File: src/rtl/spill_pkg.sv
package spill_pkg;
  typedef enum logic {
    OP_WRITE = 1'b0,
    OP_READ  = 1'b1
  } rdma_op_e;
endpackage

File: src/rtl/spill_ring_ptr.sv
module spill_ring_ptr #(
  parameter int DEPTH_LOG2  = 4,
  parameter int ADDR_W      = 32,
  parameter int ENTRY_BYTES = 2048
) (
  input  logic              clk,
  input  logic              rst_n,
  input  logic              wr_adv,
  input  logic              rd_adv,
  input  logic [ADDR_W-1:0] base,
  output logic              full,
  output logic              empty,
  output logic [ADDR_W-1:0] wr_addr,
  output logic [ADDR_W-1:0] rd_addr
);
  localparam int OFF_W      = DEPTH_LOG2 + 1;
  localparam int DEPTH      = 1 << DEPTH_LOG2;
  localparam bit ENTRY_POW2 = (ENTRY_BYTES & (ENTRY_BYTES - 1)) == 0;
  localparam int ENTRY_SH   = $clog2(ENTRY_BYTES);

  logic [OFF_W-1:0] wr_off_q, wr_off_d;
  logic [OFF_W-1:0] rd_off_q, rd_off_d;
  logic [OFF_W-1:0] used;

  always_comb begin
    wr_off_d = wr_off_q + OFF_W'(1);
    rd_off_d = rd_off_q + OFF_W'(1);
    used     = wr_off_q - rd_off_q;
    full     = (used == OFF_W'(DEPTH));
    empty    = (used == '0);
  end

  always_ff @(posedge clk or negedge rst_n) begin
    if (!rst_n) begin
      wr_off_q <= '0;
      rd_off_q <= '0;
    end else begin
      if (wr_adv) wr_off_q <= wr_off_d;
      if (rd_adv) rd_off_q <= rd_off_d;
    end
  end

  // slot index -> byte address; shift when the slot size allows it
  generate
    if (ENTRY_POW2) begin : g_shift
      assign wr_addr = base + (ADDR_W'(wr_off_q[DEPTH_LOG2-1:0]) << ENTRY_SH);
      assign rd_addr = base + (ADDR_W'(rd_off_q[DEPTH_LOG2-1:0]) << ENTRY_SH);
    end else begin : g_mult
      assign wr_addr = base + ADDR_W'(wr_off_q[DEPTH_LOG2-1:0]) * ADDR_W'(ENTRY_BYTES);
      assign rd_addr = base + ADDR_W'(rd_off_q[DEPTH_LOG2-1:0]) * ADDR_W'(ENTRY_BYTES);
    end
  endgenerate

  AST_NO_OVERFLOW: assert property (@(posedge clk) disable iff (!rst_n)
    used <= OFF_W'(DEPTH));
  AST_WRITE_HAS_ROOM: assert property (@(posedge clk) disable iff (!rst_n)
    wr_adv |-> !full);
  AST_READ_HAS_DATA: assert property (@(posedge clk) disable iff (!rst_n)
    rd_adv |-> !empty);
endmodule

File: src/rtl/spill_ctrl.sv
module spill_ctrl #(
  parameter int QD_W = 16
) (
  input  logic            clk,
  input  logic            rst_n,
  input  logic            in_valid,
  input  logic [QD_W-1:0] q_depth,
  input  logic [QD_W-1:0] hi_thresh,
  input  logic [QD_W-1:0] lo_thresh,
  input  logic            full,
  input  logic            empty,
  input  logic            rsp_valid,
  output logic            do_write,
  output logic            do_read,
  output logic            do_drop,
  output logic            do_fwd_local,
  output logic            do_fwd_remote,
  output logic            spilling
);
  logic spill_q, spill_d;
  logic drain_q, drain_d;
  logic out_q, out_d;
  logic to_ring, drain_ok;

  always_comb begin
    to_ring       = spill_q || (q_depth >= hi_thresh);
    do_fwd_local  = in_valid && !to_ring;
    do_write      = in_valid && to_ring && !full;
    do_drop       = in_valid && to_ring && full;
    do_fwd_remote = rsp_valid && out_q;
    drain_ok      = drain_q || (q_depth <= lo_thresh);
    // a write owns the request port this cycle; the read retries next cycle
    do_read       = spill_q && drain_ok && !empty && !out_q && !do_write;

    spill_d = spill_q || (in_valid && to_ring);
    if (spill_q && empty && !out_q && !do_write) spill_d = 1'b0;
    drain_d = spill_d && drain_ok;

    out_d = out_q;
    if (do_read)            out_d = 1'b1;
    else if (do_fwd_remote) out_d = 1'b0;
  end

  always_ff @(posedge clk or negedge rst_n) begin
    if (!rst_n) begin
      spill_q <= 1'b0;
      drain_q <= 1'b0;
      out_q   <= 1'b0;
    end else begin
      spill_q <= spill_d;
      drain_q <= drain_d;
      out_q   <= out_d;
    end
  end

  assign spilling = spill_q;

  AST_BYPASS_EMPTY: assert property (@(posedge clk) disable iff (!rst_n)
    !spill_q |-> empty);
  AST_READ_IN_SPILL: assert property (@(posedge clk) disable iff (!rst_n)
    out_q |-> spill_q);
endmodule

File: src/rtl/spill_req_fmt.sv
module spill_req_fmt
  import spill_pkg::*;
#(
  parameter int ID_W        = 16,
  parameter int LEN_W       = 12,
  parameter int ADDR_W      = 32,
  parameter int QPN_W       = 24,
  parameter int KEY_W       = 32,
  parameter int ENTRY_BYTES = 2048
) (
  input  logic              clk,
  input  logic              rst_n,
  input  logic              do_write,
  input  logic              do_read,
  input  logic              do_drop,
  input  logic              do_fwd_local,
  input  logic              do_fwd_remote,
  input  logic [ID_W-1:0]   in_pkt_id,
  input  logic [LEN_W-1:0]  in_len,
  input  logic [ID_W-1:0]   rsp_pkt_id,
  input  logic [LEN_W-1:0]  rsp_len,
  input  logic [ADDR_W-1:0] wr_addr,
  input  logic [ADDR_W-1:0] rd_addr,
  input  logic [QPN_W-1:0]  qpn,
  input  logic [KEY_W-1:0]  rkey,
  output logic              req_valid,
  output logic              req_op,
  output logic [ADDR_W-1:0] req_addr,
  output logic [QPN_W-1:0]  req_qpn,
  output logic [KEY_W-1:0]  req_rkey,
  output logic [ID_W-1:0]   req_pkt_id,
  output logic [LEN_W-1:0]  req_len,
  output logic              fwd_valid,
  output logic [ID_W-1:0]   fwd_pkt_id,
  output logic [LEN_W-1:0]  fwd_len,
  output logic              fwd_remote,
  output logic              drop_pulse
);
  localparam logic [LEN_W-1:0] SLOT_LEN = LEN_W'(ENTRY_BYTES);

  logic              req_en, fwd_en;
  rdma_op_e          op_d, op_q;
  logic [ADDR_W-1:0] addr_d;
  logic [ID_W-1:0]   rid_d, fid_d;
  logic [LEN_W-1:0]  rlen_d, flen_d;

  always_comb begin
    req_en = do_write || do_read;
    fwd_en = do_fwd_local || do_fwd_remote;
    op_d   = do_read ? OP_READ : OP_WRITE;
    addr_d = do_read ? rd_addr : wr_addr;
    rid_d  = do_read ? '0 : in_pkt_id;
    rlen_d = do_read ? SLOT_LEN : in_len;
    fid_d  = do_fwd_remote ? rsp_pkt_id : in_pkt_id;
    flen_d = do_fwd_remote ? rsp_len : in_len;
  end

  always_ff @(posedge clk or negedge rst_n) begin
    if (!rst_n) begin
      req_valid  <= 1'b0;
      fwd_valid  <= 1'b0;
      drop_pulse <= 1'b0;
    end else begin
      req_valid  <= req_en;
      fwd_valid  <= fwd_en;
      drop_pulse <= do_drop;
    end
  end

  // payload registers: no reset, loaded only under their enables
  always_ff @(posedge clk) begin
    if (req_en) begin
      op_q       <= op_d;
      req_addr   <= addr_d;
      req_qpn    <= qpn;
      req_rkey   <= rkey;
      req_pkt_id <= rid_d;
      req_len    <= rlen_d;
    end
    if (fwd_en) begin
      fwd_pkt_id <= fid_d;
      fwd_len    <= flen_d;
      fwd_remote <= do_fwd_remote;
    end
  end

  assign req_op = op_q;

  AST_READ_GAP: assert property (@(posedge clk) disable iff (!rst_n)
    (req_valid && req_op == OP_READ) |=> !(req_valid && req_op == OP_READ));
  AST_FWD_ONE_SRC: assert property (@(posedge clk) disable iff (!rst_n)
    !(do_fwd_local && do_fwd_remote));
  AST_REQ_ONE_KIND: assert property (@(posedge clk) disable iff (!rst_n)
    !(do_write && do_read));
endmodule

File: src/rtl/spill_ring_ctrl.sv
module spill_ring_ctrl #(
  parameter int ID_W        = 16,
  parameter int LEN_W       = 12,
  parameter int QD_W        = 16,
  parameter int ADDR_W      = 32,
  parameter int QPN_W       = 24,
  parameter int KEY_W       = 32,
  parameter int DEPTH_LOG2  = 4,
  parameter int ENTRY_BYTES = 2048
) (
  input  logic              clk,
  input  logic              rst_n,
  input  logic              in_valid,
  input  logic [ID_W-1:0]   in_pkt_id,
  input  logic [LEN_W-1:0]  in_len,
  input  logic [QD_W-1:0]   q_depth,
  input  logic [QD_W-1:0]   cfg_hi_thresh,
  input  logic [QD_W-1:0]   cfg_lo_thresh,
  input  logic [ADDR_W-1:0] cfg_base_addr,
  input  logic [QPN_W-1:0]  cfg_qpn,
  input  logic [KEY_W-1:0]  cfg_rkey,
  input  logic              rsp_valid,
  input  logic [ID_W-1:0]   rsp_pkt_id,
  input  logic [LEN_W-1:0]  rsp_len,
  output logic              req_valid,
  output logic              req_op,
  output logic [ADDR_W-1:0] req_addr,
  output logic [QPN_W-1:0]  req_qpn,
  output logic [KEY_W-1:0]  req_rkey,
  output logic [ID_W-1:0]   req_pkt_id,
  output logic [LEN_W-1:0]  req_len,
  output logic              fwd_valid,
  output logic [ID_W-1:0]   fwd_pkt_id,
  output logic [LEN_W-1:0]  fwd_len,
  output logic              fwd_remote,
  output logic              drop_pulse
);
  logic              full, empty, spilling;
  logic              do_write, do_read, do_drop, do_fwd_local, do_fwd_remote;
  logic [ADDR_W-1:0] wr_addr, rd_addr;

  spill_ctrl #(.QD_W(QD_W)) u_ctrl (
    .clk(clk), .rst_n(rst_n), .in_valid(in_valid), .q_depth(q_depth),
    .hi_thresh(cfg_hi_thresh), .lo_thresh(cfg_lo_thresh),
    .full(full), .empty(empty), .rsp_valid(rsp_valid),
    .do_write(do_write), .do_read(do_read), .do_drop(do_drop),
    .do_fwd_local(do_fwd_local), .do_fwd_remote(do_fwd_remote),
    .spilling(spilling)
  );

  spill_ring_ptr #(.DEPTH_LOG2(DEPTH_LOG2), .ADDR_W(ADDR_W), .ENTRY_BYTES(ENTRY_BYTES)) u_ptr (
    .clk(clk), .rst_n(rst_n), .wr_adv(do_write), .rd_adv(do_read),
    .base(cfg_base_addr), .full(full), .empty(empty),
    .wr_addr(wr_addr), .rd_addr(rd_addr)
  );

  spill_req_fmt #(.ID_W(ID_W), .LEN_W(LEN_W), .ADDR_W(ADDR_W), .QPN_W(QPN_W),
                  .KEY_W(KEY_W), .ENTRY_BYTES(ENTRY_BYTES)) u_fmt (
    .clk(clk), .rst_n(rst_n), .do_write(do_write), .do_read(do_read),
    .do_drop(do_drop), .do_fwd_local(do_fwd_local), .do_fwd_remote(do_fwd_remote),
    .in_pkt_id(in_pkt_id), .in_len(in_len), .rsp_pkt_id(rsp_pkt_id), .rsp_len(rsp_len),
    .wr_addr(wr_addr), .rd_addr(rd_addr), .qpn(cfg_qpn), .rkey(cfg_rkey),
    .req_valid(req_valid), .req_op(req_op), .req_addr(req_addr), .req_qpn(req_qpn),
    .req_rkey(req_rkey), .req_pkt_id(req_pkt_id), .req_len(req_len),
    .fwd_valid(fwd_valid), .fwd_pkt_id(fwd_pkt_id), .fwd_len(fwd_len),
    .fwd_remote(fwd_remote), .drop_pulse(drop_pulse)
  );

  AST_REMOTE_IN_SPILL: assert property (@(posedge clk) disable iff (!rst_n)
    (fwd_valid && fwd_remote) |-> spilling);
endmodule

File: config.mk
export PLATFORM = sky130hd
export DESIGN_NAME = spill_ring_ctrl
export DESIGN_NICKNAME = d
export VERILOG_FILES = /design/src/rtl/spill_pkg.sv /design/src/rtl/spill_ring_ptr.sv /design/src/rtl/spill_ctrl.sv /design/src/rtl/spill_req_fmt.sv /design/src/rtl/spill_ring_ctrl.sv
export SDC_FILE = /design/constraint.sdc
export NUM_CORES = 1
export LEC_CHECK = 0
export BUFFER_PORTS_ARGS = -buffer_cell sky130_fd_sc_hd__clkbuf_2
export CORE_ASPECT_RATIO = 0.6
export CORE_MARGIN = 2
export CORE_UTILIZATION = 52
export DETAILED_ROUTE_END_ITERATION = 8
export PLACE_DENSITY = 0.87
export SYNTH_ARGS = -nofsm -noshare
export SYNTH_HDL_FRONTEND = slang
export SYNTH_HIERARCHICAL = 1
export SYNTH_SLANG_ARGS = --single-unit
File: constraint.sdc
create_clock -name clk -period 8.8 [get_ports clk]
set_input_delay 0 -clock clk [delete_from_list [all_inputs] [get_ports clk]]
set_output_delay 0 -clock clk [all_outputs]
set_load 0.005 [all_outputs]
# == Word-level counts from Yosys, hierarchy flattened ==
# Index checks and enable logic that the tools add are counted.
# totals
wordCells,57
regBits,162
inputBits,196
output_inout_bits,149
# op_classes
n_reduce_logical,25
eq_ne,1
n_lt_le_gt_ge,2
muxes,7
n_addsub,5
# op_table
op,n
$add A32 B15 Y32,2
$mux W32,1
$ge A16 B16 Y1,1
$le A16 B16 Y1,1
$mux W16,1
$logic_and A1 B1 Y1,13
$mux W12,1
$add A5 B1 Y5 const B,2
$eq A5 B5 Y1 const B,1
$logic_not A1 Y1,5
$logic_not A5 Y1,1
$logic_or A1 B1 Y1,5
$sub A5 B5 Y5,1
$mux W1,4
$reduce_bool A2 Y1,1

# == Logic depth before layout (Yosys ltp) ==
# depth
word_depth,8
mapped_depth,12

# == By module ==
# Netlist, hierarchy kept.
# by_module_without_submodules
module,seq_area_each_um2,area_each_um2,cells_each,n_inst
spill_req_fmt,4459.3,5566.6,249,1
spill_ring_ptr,250.2,1616.6,193,1
spill_ctrl,75.1,1024.7,131,1

# == Worst setup path after synthesis ==
# OpenSTA, ideal clock, no wires.
# synth_path
kind,flip-flop to flip-flop
start,register u_ptr.wr_off_q[3]
end,"register u_fmt.req_addr[0], enable pin"
t_arrival_ns,5.560
required_ns,8.315
setup_ns,0.485
path_slack_ns,2.756
path_stages_with_launch,11
path_cell_list,dfrtp_1 > ha_1 > or2_0 > a2111o_1 > a21o_1 > nor3_1 > a311oi_4 > nor3_1 > buf_6 > buf_2 > or2_1
# synth_between
elab_chain_cells,7
elab_cells_between_ends,11
# synth_lines
item,line,rtl
"start, declared",spill_ring_ptr.sv:21,"logic [OFF_W-1:0] wr_off_q, wr_off_d;"
"start signal, assigned",spill_ring_ptr.sv:38,if (wr_adv) wr_off_q <= wr_off_d;
$sub A5 B5 Y5,spill_ring_ptr.sv:28,used = wr_off_q - rd_off_q;
$eq A5 B5 Y1,spill_ring_ptr.sv:29,full = (used == OFF_W'(DEPTH));
net full,spill_ring_ctrl.sv:38,"logic full, empty, spilling;"
$logic_not A1 Y1,spill_ctrl.sv:28,do_write = in_valid && to_ring && !full;
$logic_and A1 B1 Y1,spill_ctrl.sv:28,
net do_write,spill_ring_ctrl.sv:39,"logic do_write, do_read, do_drop, do_fwd_local, do_fwd_remote;"
$logic_not A1 Y1,spill_ctrl.sv:33,do_read = spill_q && drain_ok && !empty && !out_q && !do_write;
$logic_and A1 B1 Y1,spill_ctrl.sv:33,
net do_read,spill_ring_ctrl.sv:39,
$logic_or A1 B1 Y1,spill_req_fmt.sv:48,req_en = do_write || do_read;
net u_fmt.req_en,spill_req_fmt.sv:41,"logic req_en, fwd_en;"
"end signal, assigned",spill_req_fmt.sv:74,req_addr <= addr_d;
"end, declared",spill_req_fmt.sv:28,"output logic [ADDR_W-1:0] req_addr,"
# The timed path passes the listed nets, and every way through them passes these cells.
# A chain may end at the register's enable or synchronous reset.

# == Worst setup path after layout ==
# layout_path
start,register u_ptr.rd_off_q[3]
end,"register u_fmt.req_len[6], enable pin"
# layout_between
elab_chain_cells,7
elab_cells_between_ends,11
# layout_lines
item,line,rtl
"start, declared",spill_ring_ptr.sv:22,"logic [OFF_W-1:0] rd_off_q, rd_off_d;"
"start signal, assigned",spill_ring_ptr.sv:39,if (rd_adv) rd_off_q <= rd_off_d;
$sub A5 B5 Y5,spill_ring_ptr.sv:28,
$eq A5 B5 Y1,spill_ring_ptr.sv:29,
net full,spill_ring_ctrl.sv:38,
$logic_not A1 Y1,spill_ctrl.sv:28,
$logic_and A1 B1 Y1,spill_ctrl.sv:28,
net do_write,spill_ring_ctrl.sv:39,
$logic_not A1 Y1,spill_ctrl.sv:33,
$logic_and A1 B1 Y1,spill_ctrl.sv:33,
net do_read,spill_ring_ctrl.sv:39,
$logic_or A1 B1 Y1,spill_req_fmt.sv:48,
net u_fmt.req_en,spill_req_fmt.sv:41,
"end signal, assigned",spill_req_fmt.sv:78,req_len <= rlen_d;
"end, declared",spill_req_fmt.sv:32,"output logic [LEN_W-1:0] req_len,"
# The timed path passes the listed nets, and every way through them passes these cells.

==> reports/summary.txt <==
status: complete, no violations
WS Path Type: flop to flop
Synth Register Bits: 162
Min-Delay Path Class: input pin to asynchronous set/reset pin
Pwr Density: 297.8 nW/µm²
die footprint: 16,840 µm²
Layout area overhead: 46.58%
Critical-path top delay cell: or2_4
core region area: 15,370 µm²
Die Ht: 101.3 µm
Vias/cell: 5.267
Net Sw Power: 1.201 mW
Top Layer Used: met4
drt wl/cell: 21.47 µm
Post-synth EDFFs: 146
Mapped Cells: 573
CP endpoint kind: flop
Max-slew headroom: 32.74%
placer congestion estimate: 0.8537
commonest non-fill, non-tap cell in the layout: clkbuf_2
most frequent cells in the layout: 344 x clkbuf_2, 146 x edfxtp_1, 143 x dlygate4sd3_1
Yosys cell types: 53
Avg Inst Size Synth: 14.32 µm²
critical path arrival: 5.17 ns
CTS sink cnt: 162
Worst VDD drop: 0.0001758 V
WL met3: 2379 µm
fin. max-slew vios: 0
Max-Cap Viols: 0
Sw Share: 33.50%
fin crit period: 5.132 ns
total routed wirelength: 27,050 µm
Layout Nets: 1,288
pin count of the biggest net entering global routing: 69
Starting Density: 53.40%
Pint: 2.383 mW
Post-DP HPWL: 16,650 µm
Max Fanout on Critical Path: 68
first-iteration detailed-routing DRC count: 637
H-tree levels: 4
skew final: 0.02270 ns
GRT overflow: 0
CTS clk-pin slew, worst paths: 0.07 ns
Std-Cell Rows: 35
post-cts gate resize count: 0
Synthesized Nets: 817
fin crit share: 58.32%
first-pass GRT wire length: 39,980 µm
CP max stage delay: 0.84 ns
vias: 6,637
Startpoint Class: flop
Worst Tran Pin Value: 1.009 ns
vias in the first global route: 6,956
synth warn: 6
layout cells sized above 1: 43.28%
Ports: 345
CTS root buffer: clkbuf_16
CP cell instances: inv_1, ha_1, or2_0, a2111o_1, a21o_1, nor3_1, a311oi_4, nor3_2, buf_4, or2_4, buf_4
ys async rst share: 9.877%
sequential fraction of the synthesis area: 58.29%
Tot Pwr: 3.583 mW
Mapped Area: 8208 µm²
drt first pass iters: 7
post-route ant nets: 0
RSZ-0062 raised after global routing: false
Comb pwr share: 36.2%
fmax: 194.9 MHz
clock share of power: 23.9%
initial antenna violation count: 1
most frequent CP cell: buf_4
DIE WIDTH: 166.2 µm
PortBufs: 344
TritonCTS clock tree: built
DRC viols: 0
met1 WL: 10,120 µm
setup TNS: 0 ns
Worst-Skew Late Latency: 0.42 ns
Hold Vio Cnt, Final: 0
GR Util All Layers: 31.94%
LEAKAGE: 5.438 nW
Top FF cell, synth: edfxtp_1
WL met2: 13,760 µm
Flop pwr share: 39.9%
CTS Buffer Depth: 2
total CTS buffers: 17
Setup-failing EPs final: 0
data required time at the worst endpoint: 8.84 ns
==> what timing repair did <==
| action | CTS | global route |
|---|---|---|
| hold buffers | 143 | 0 |
| endpoints found under the hold margin | 143 | 0 |
| buffers inserted | 0 | 0 |
==> registers in the layout, summed over array words and instances, names as in the netlist, 5 cells and up <==
signal            count
u_fmt/req_rkey       32
u_ptr/wr_off_q        5
u_fmt/fwd_pkt_id     16
u_fmt/req_pkt_id     16
u_fmt/req_addr       32
u_fmt/req_qpn        24
u_fmt/req_len        12
u_ptr/rd_off_q        5
u_fmt/fwd_len        12
==> power by group through the flow <==
stage / combinational (mW) / clock (mW) / sequential, mW
final: 1.30 / 0.858 / 1.43
after global routing: 1.40 / 0.897 / 1.45
after CTS: 1.26 / 0.849 / 1.40
after detailed placement: 1.19 / 0 / 1.41
after global placement: 1.16 / 0 / 1.39
after floorplan: 0.677 / 0 / 1.44
==> routing by layer <==
metal / global-route usage (%) / vias up
met3: 7.972 / 60
met2: 58.16 / 401
met4: 10.17 / 0
met1: 37.98 / 3163
li1: - / 3013
met5: 0 / -
==> cell usage after synthesis (all sizes together) (7+ instances only) <==
library cell / count / area (µm²)
mux2: 61 / 837.1
o21ai: 7 / 35.03
xor2: 9 / 78.83
buf: 34 / 269.0
nand2: 30 / 112.6
nand4: 19 / 146.4
inv: 38 / 142.6
nand3: 22 / 115.1
nor3: 9 / 56.31
a21oi: 17 / 85.08
edfxtp: 146 / 4384
dfrtp: 16 / 400.4
nor2: 9 / 36.29
ha: 46 / 575.6
nor2b: 29 / 181.4
xnor2: 38 / 332.8
==> through the flow <==
stage / utilization [%] / hold WS (ns) / cells / setup slack (ns) / instance area (µm²)
2_1_floorplan: - / -0.2956 / 573 / 2.756 / 8208
3_3_place_gp: 64.58 / -0.05174 / 1085 / 3.775 / 9927
3_5_place_dp: 64.58 / -0.04607 / 1085 / 3.726 / 9927
4_1_cts: 78.26 / 0.05314 / 1259 / 3.712 / 12030
5_1_grt: 78.27 / 0.07220 / 1260 / 3.364 / 12030
6_report: 78.27 / 0.06869 / 1260 / 3.668 / 12030
==> final cells by class <==
type / instances / area (µm²)
inverter: 38 / 142.6
antenna: 1 / 2.502
clock inverter: 14 / 245.2
clock buffer: 17 / 425.4
sequential: 162 / 4785
multi-input combinational: 335 / 3002
fill: 918 / 3339
timing repair buffer: 490 / 3176
tap: 203 / 254.0
==> path summary, 6_finish.rpt <==
| check | startpoint | to | slack [ns] | cells past startpoint |
|---|---|---|---|---|
| max in group asynchronous | rst_n | u_ptr/wr_off_q[4] | 8.42 | 2 |
| max | u_ptr/rd_off_q[3] | u_fmt/req_len[6] | 3.67 | 11 |
| min in group clk | cfg_base_addr[28] | u_fmt/req_addr[28] | 0.08 | 3 |
| min reg2reg | u_ptr/rd_off_q[4] | u_ptr/rd_off_q[4] | 0.49 | 1 |
| max reg2reg | u_ptr/rd_off_q[3] | u_fmt/req_len[6] | 3.67 | 11 |
| min | rst_n | u_ptr/wr_off_q[1] | 0.07 | 2 |
==> kinds of logic after synthesis <==
family                     after synthesis  synth area share (%)
muxes                                   61                 10.20
adders and majority gates               48                 7.500
buffers and inverters                   76                 5.244
AOI/OAI and AO/OA                       46                 4.345
and+or+nand+nor                        133                 9.406
DFF                                    162                 58.29
xor gates and xnor gates                47                 5.015
==> worst max-delay path, delay by kind of cell, from the launching register on <==
kind | cells | cell delay (ns)
AO/OA/AOI/OAI | 3 | 0.68
adder cells (fa/ha/maj) | 1 | 0.31
buffers and inverters | 3 | 1.59
flip-flops | 1 | 0.42
AND/OR/NAND/NOR | 4 | 1.69
(Power assumes the default switching activity.)
